`config.mk`:
```
export PLATFORM = sky130hd
export DESIGN_NAME = psw_status_unit
export DESIGN_NICKNAME = d
export VERILOG_FILES = /design/src/rtl/psw_pkg.sv /design/src/rtl/psw_ack_ctl.sv /design/src/rtl/psw_flag_store.sv /design/src/rtl/psw_irq_gate.sv /design/src/rtl/psw_status_unit.sv
export SDC_FILE = /design/constraint.sdc
export NUM_CORES = 1
export LEC_CHECK = 0
export ABC_AREA = 1
export BUFFER_PORTS_ARGS = -buffer_cell sky130_fd_sc_hd__buf_2
export CORE_MARGIN = 2
export CORE_UTILIZATION = 35
export DETAILED_ROUTE_END_ITERATION = 16
export GPL_TIMING_DRIVEN = 0
export PLACE_DENSITY = 0.73
export SYNTH_ARGS = -nofsm -noshare
export SYNTH_HDL_FRONTEND = slang
export SYNTH_HIERARCHICAL = 1
export SYNTH_SLANG_ARGS = --single-unit
export TNS_END_PERCENT = 100
```
`constraint.sdc`:
```
create_clock -name clk -period 1.1 [get_ports clk]
set_input_delay 0.11 -clock clk [delete_from_list [all_inputs] [get_ports clk]]
set_output_delay 0.11 -clock clk [all_outputs]
set_load 0.02 [all_outputs]
```
`src/rtl/psw_pkg.sv`:
```
package psw_pkg;
  localparam int PSW_W   = 16;
  localparam int BIT_C   = 0;
  localparam int BIT_D   = 1;
  localparam int BIT_Z   = 2;
  localparam int BIT_S   = 3;
  localparam int BIT_B   = 4;
  localparam int BIT_O   = 5;
  localparam int BIT_I   = 6;
  localparam int BIT_U   = 7;
  localparam int LVL_LSB = 12;
  localparam int LVL_W   = 3;
  localparam int NUM_ALU = 4;

  // ALU flag slot k -> bit position in the word (slot order: C, Z, S, O)
  function automatic int alu_pos(input int k);
    case (k)
      0:       return BIT_C;
      1:       return BIT_Z;
      2:       return BIT_S;
      default: return BIT_O;
    endcase
  endfunction

  // Bits that hold state; everything else is reserved and reads 0
  function automatic logic [PSW_W-1:0] live_mask();
    logic [PSW_W-1:0] m;
    m = '0;
    for (int b = 0; b <= BIT_U; b++) m[b] = 1'b1;
    for (int b = 0; b < LVL_W; b++) m[LVL_LSB+b] = 1'b1;
    return m;
  endfunction
endpackage

```
`src/rtl/psw_ack_ctl.sv`:
```
module psw_ack_ctl #(
  parameter int SWNUM_W    = 6,
  parameter int SW_U_LIMIT = 32
) (
  input  logic               hw_ack,
  input  logic               sw_int,
  input  logic [SWNUM_W-1:0] sw_num,
  output logic               clr_step_ie,
  output logic               clr_user
);
  localparam int NUM_SPAN = 1 << SWNUM_W;
  logic sw_low;

  generate
    if (SW_U_LIMIT >= NUM_SPAN) begin : g_all_low
      assign sw_low = 1'b1;
    end else begin : g_cmp
      assign sw_low = (int'(sw_num) < SW_U_LIMIT);
    end
  endgenerate

  assign clr_step_ie = hw_ack | sw_int;
  assign clr_user    = hw_ack | (sw_int & sw_low);
endmodule

```
`src/rtl/psw_flag_store.sv`:
```
module psw_flag_store
  import psw_pkg::*;
(
  input  logic               clk,
  input  logic               rst_n,
  input  logic [NUM_ALU-1:0] alu_we,
  input  logic [NUM_ALU-1:0] alu_val,
  input  logic               word_we,
  input  logic [PSW_W-1:0]   word_wdata,
  input  logic               clr_step_ie,
  input  logic               clr_user,
  output logic [PSW_W-1:0]   q
);
  localparam logic [PSW_W-1:0] MASK = live_mask();
  logic [PSW_W-1:0] nxt;

  always_comb begin
    nxt = q;
    if (word_we) begin
      nxt = word_wdata & MASK;
    end else begin
      for (int k = 0; k < NUM_ALU; k++) begin
        if (alu_we[k]) nxt[alu_pos(k)] = alu_val[k];
      end
    end
    if (clr_step_ie) begin
      nxt[BIT_D] = 1'b0;
      nxt[BIT_I] = 1'b0;
    end
    if (clr_user) nxt[BIT_U] = 1'b0;
  end

  always_ff @(posedge clk) begin
    if (!rst_n) q <= '0;
    else        q <= nxt;
  end
endmodule

```
`src/rtl/psw_irq_gate.sv`:
```
module psw_irq_gate #(
  parameter int LW = 3
) (
  input  logic          irq_pend,
  input  logic          ie,
  input  logic [LW-1:0] irq_lvl,
  input  logic [LW-1:0] cur_lvl,
  input  logic          step_en,
  input  logic          insn_done,
  output logic          irq_take,
  output logic          step_req
);
  assign irq_take = irq_pend & ie & (irq_lvl > cur_lvl);
  assign step_req = insn_done & step_en;
endmodule

```
`src/rtl/psw_status_unit.sv`:
```
module psw_status_unit
  import psw_pkg::*;
#(
  parameter int SWNUM_W    = 6,
  parameter int SW_U_LIMIT = 32
) (
  input  logic               clk,
  input  logic               rst_n,
  input  logic [3:0]         alu_we,
  input  logic [3:0]         alu_val,
  input  logic               word_we,
  input  logic [15:0]        word_wdata,
  input  logic               hw_ack,
  input  logic               sw_int,
  input  logic [SWNUM_W-1:0] sw_num,
  input  logic               insn_done,
  input  logic               irq_pend,
  input  logic [2:0]         irq_lvl,
  output logic [15:0]        psw,
  output logic               bank_sel,
  output logic               sp_user_sel,
  output logic               step_req,
  output logic               irq_take
);
  logic clr_step_ie, clr_user;

  psw_ack_ctl #(.SWNUM_W(SWNUM_W), .SW_U_LIMIT(SW_U_LIMIT)) u_ack (
    .hw_ack(hw_ack), .sw_int(sw_int), .sw_num(sw_num),
    .clr_step_ie(clr_step_ie), .clr_user(clr_user)
  );

  psw_flag_store u_store (
    .clk(clk), .rst_n(rst_n), .alu_we(alu_we), .alu_val(alu_val),
    .word_we(word_we), .word_wdata(word_wdata),
    .clr_step_ie(clr_step_ie), .clr_user(clr_user), .q(psw)
  );

  psw_irq_gate #(.LW(LVL_W)) u_gate (
    .irq_pend(irq_pend), .ie(psw[BIT_I]), .irq_lvl(irq_lvl),
    .cur_lvl(psw[LVL_LSB +: LVL_W]), .step_en(psw[BIT_D]),
    .insn_done(insn_done), .irq_take(irq_take), .step_req(step_req)
  );

  assign bank_sel    = psw[BIT_B];
  assign sp_user_sel = psw[BIT_U];
endmodule

```
# Word level (Yosys, flattened, before mapping)
# Cells that the tools add are included.
# op_classes
n_shift	0
bitwise_logic	7
multipliers	0
eq_ne	0
n_mux	28
n_reduce_logical	7
add_sub_neg	0
order_cmp	10
div_mod_pow	0
# ops
operator	count
$mux W32	8
$ge A32 B1 Y1 const B	4
$lt A32 B6 Y1 const B	4
$mux W16	7
$bwmux W16	4
$demux W1 S4	4
$mux W15	1
$lt A6 B6 Y1 const B	1
$reduce_or A2 Y1	3
$and A1 B1 Y1	4
$logic_and A1 B1 Y1	4
$mux W1	4
$gt A3 B3 Y1	1
$or A1 B1 Y1	2
$not A1 Y1	1
# totals
mem_bits_ro	0
wordCells	56
ff_bits	16
mem_count	0
ram_bits	0
latchBits	0
in_bits	40

# Longest topological paths before layout
# depth
depth_word	18
ltp_mapped	6

# By module
# Netlist, hierarchy kept.
# by_module_without_submodules
mod	cells_per_inst	area_each_um2	instances	seq_area_each_um2
psw_flag_store	73	498.0	1	220.2
psw_irq_gate	19	98.8	1	0.0
psw_ack_ctl	5	21.3	1	0.0
psw_status_unit	2	15.0	1	0.0

# Least setup slack after synthesis
# No wires, ideal clock.
# synth_timing
kind	reg2out
from	register u_store.q[14]
to	output port irq_take
t_arrival_ns	1.235
path_slack_ns	-0.245
path_buffers	0
stages_incl_launch_ff	7
path_cell_list	dfxtp_1 inv_1 ha_1 nand2_1 nor2_1 nor2_1 nor2_1
# synth_between
elab_chain_cells	2
# synth_lines
item	line_no	source
start, declared	psw_flag_store.sv:12	output logic [PSW_W-1:0] q
start signal, assigned	psw_flag_store.sv:35	else q <= nxt;
$gt A3 B3 Y1	psw_irq_gate.sv:13	assign irq_take = irq_pend & ie & (irq_lvl > cur_lvl);
$and A1 B1 Y1	psw_irq_gate.sv:13	
end, declared	psw_status_unit.sv:23	output logic irq_take
# Every way passes these cells.

# Worst setup path in the final report
# layout_timing
from	register u_store.q[13]
to	output port irq_take
# The elaborated chain is that of the path after synthesis.

==> parameters.txt <==
Parameter                              Value

Floorplan
  Initial core utilization ... 37.1%
  Core box area ... 1710 µm²
  Die extent in y ... 46.5 µm
  Horizontal die dimension ... 46.5 µm
  Die Area ... approximately 2200 µm²
  Number of placement rows ... 15
  Number of top-level design ports ... 60

Place
  Buffers added on ports ... 43
  Global placement routability congestion ... between 0.6 and 0.7
  Estimated wirelength of the detail-placed design ... 1.25 mm

Power
  P per Cell Area ... 996 nW/µm²
  Leakage dissipation ... 0.000580 µW
  VDD IR max ... roughly 0.0005 V
  Overall power of the completed layout ... 976 µW

STA
  Worst-case clock skew ... 0 ns
  Final setup slack of the worst path ... -0.311 ns
  RSZ-0062 raised after global routing ... yes
  Post-route minimum period ... 1.41 ns
  Final setup fails ... 1
  Max-slew violations ... 0
  Final Cycle Share ... 128%
  Highest clock rate ... 0.709 GHz
  Count of endpoints failing hold in the final timing report ... 0

Yosys
  Primary flip-flop cell chosen by synthesis mapping ... dfxtp_1
  Mapped cell area ... 633 µm²
  Count of flip-flops with a built-in enable after synthesis ... 0
  Avg Synthesized Cell Area ... between 6 and 7 µm²
  Count leader, synth ... nand2_1
  Flop and latch count out of synthesis ... 11
  Fraction of synthesis flops using an asynchronous set or reset pin ... 0%
  Synth warnings ... 6
  Distinct cells, synth ... 16
  Proportion of netlist area held by the largest area contributor ... 34.8%
  Gate count of the mapped netlist ... 99
  Largest area contributor in the synthesized netlist ... dfxtp_1
  Most frequent cells after synthesis ... 24 x nand2_1, 23 x nor2_1, 14 x inv_1
  Cells taking the most area after synthesis ... dfxtp_1 35%, nand2_1 14%, nor2_1 14%
  Sequential area share after synthesis ... 34.8%

Run status
  Failing checks ... negative setup slack
  Outcome ... finished, violations left

Clocking
  Cell chosen for the clock root ... clkbuf_4
  Bufs on Longest Clock Path ... 2
  Post-cts hold buffer count ... 0
  H-Tree Level Count ... 1
  CTS Buf Count ... 3
  Worst-Skew Late Latency ... 0.26 ns
  Clock Pin Slew Worst Setup and Hold Paths ... 0.07 ns
  CTS sink cnt ... 11
  Clock tree from TritonCTS ... built

Final layout
  Final core utilization ... 57.4%
  Antenna diode count ... 0
  Layout cells sized above 1 ... approximately 44%
  Number of filler cells placed in the layout ... 183
  Syn-to-layout area delta ... 54.7%
  Largest registers in the final layout ... u_store/q x11
  Flip-flop count of the largest register after layout ... 11
  Register bank with the most flops ... u_store/q
  Total Nets Final ... 196

GRT
  Total track usage ... 14.9%
  Antenna violations before repair ... 0
  Total grt overflow ... 0
  Maximum number of pins on one net before global-route repair ... 11
  Via count of the first global-routing pass ... 613
  Global-route wire length before repair ... 2.26 mm

Route
  TritonRoute pass-1 iters ... 4
  Routed via count ... 733
  Number of violations reported at the end of detailed-routing iteration 0 ... 3
  DRC errors left ... 0
  Routed wire length ... roughly 1.6 mm
  Per-cell routed wire length ... between 8 and 9 µm
  Vias per cell ... 4.14
  Remaining antenna violation count ... 0

Setup path
  Worst endpoint required time ... 0.99 ns
  Largest fanout of any net on the critical path ... 2
  Data arrival time of the worst path ... 1.30 ns
  Category of the critical setup timing path ... flip-flop to primary output
  Critical Path Sink Type ... primary output
  Kind of start point of the critical path ... flip-flop

Worst hold path
  HP Class ... input port to flip-flop

Run
  Max-capacitance violation count ... 0
[critical path, cell delays in order (launching register included)]
cell and delay [ns]:
dfxtp_4 0.35, inv_2 0.04, ha_4 0.26, nand2_2 0.04, nor2_1 0.08, nor2_1 0.06, nor2_2 0.09, buf_6 0.12
[placed cells by master (no fill, tap or decap)]
cell / Yosys / layout
o21ai_2: 1 / 1
clkbuf_2: 1 / 1
nand3_1: 1 / 1
dfxtp_4: 0 / 2
or2_1: 1 / 1
inv_2: 1 / 3
inv_1: 14 / 12
nor2_1: 23 / 22
clkbuf_4: 0 / 3
buf_2: 0 / 42
ha_1: 3 / 1
nor2_2: 0 / 1
conb_1: 1 / 5
o21ai_1: 2 / 2
dfxtp_1: 11 / 9
nand2_1: 24 / 23
ha_4: 0 / 2
nand2_2: 0 / 1
buf_4: 7 / 9
o21ai_0: 5 / 5
a21oi_1: 3 / 3
clkbuf_1: 0 / 1
buf_6: 1 / 2
[path summary, 6_finish.rpt]
kind | start | end | slack (ns) | cells past startpoint
max | u_store/q[13] | irq_take | -0.31 | 7
min | word_wdata[12] | u_store/q[12] | 0.07 | 3
max reg2reg | u_store/q[14] | u_store/q[14] | 0.29 | 3
min reg2reg | u_store/q[6] | u_store/q[6] | 0.48 | 2
[final cells by class]
cell class / count / area [µm²] / area share [%]
multi-input combinational: 68 / 333 / 34.0
timing repair buffer: 45 / 236 / 24.1
sequential: 11 / 228 / 23.2
buffer: 9 / 68.8 / 7.02
inverter: 15 / 56.3 / 5.75
tap: 25 / 31.3 / 3.19
clock buffer: 4 / 26.3 / 2.68
[what timing repair did]
action,CTS,global route
pin swaps,2,0
gates resized for setup,4,1
endpoints found under the setup margin,1,1
setup buffers,2,0
[cell families (layout without fill, tap and decap cells)]
logic type,after synthesis,count (layout),synth area share (%)
AOI/OAI and AO/OA,11,11,9.29
adders and majority gates,3,3,5.93
buffers and inverters,24,73,19.8
DFF,11,11,34.8
other,1,5,0.592
and+or+nand+nor,49,49,29.6
[routing by layer]
metal | wire (µm) | global-route usage (%)
met1 | 661 | 17.2
met2 | 775 | 25.6
met3 | 128 | 4.31
met4 | 4 | 5.71
met5 | 0 | 0
[report_power, final]
part           internal [µW]  total [µW]  switching (µW)
Clock                    140         264             124
Combinational            127         278             151
Sequential               420         434            13.6
[metrics by stage]
step | instances | TNS [ns] | instance area [µm²] | hold WS (ns) | setup WS [ns]
after floorplan | 103 | -0.0699 | 671 | 0.244 | -0.0699
after global placement | 171 | -0.0576 | 917 | 0.333 | -0.0576
after detailed placement | 171 | -0.0649 | 917 | 0.344 | -0.0649
after CTS | 177 | -0.307 | 977 | 0.0658 | -0.307
after global routing | 177 | -0.393 | 980 | 0.0863 | -0.393
final | 177 | -0.311 | 980 | 0.0721 | -0.311
No activity file was read; power rests on OpenSTA's default activity.
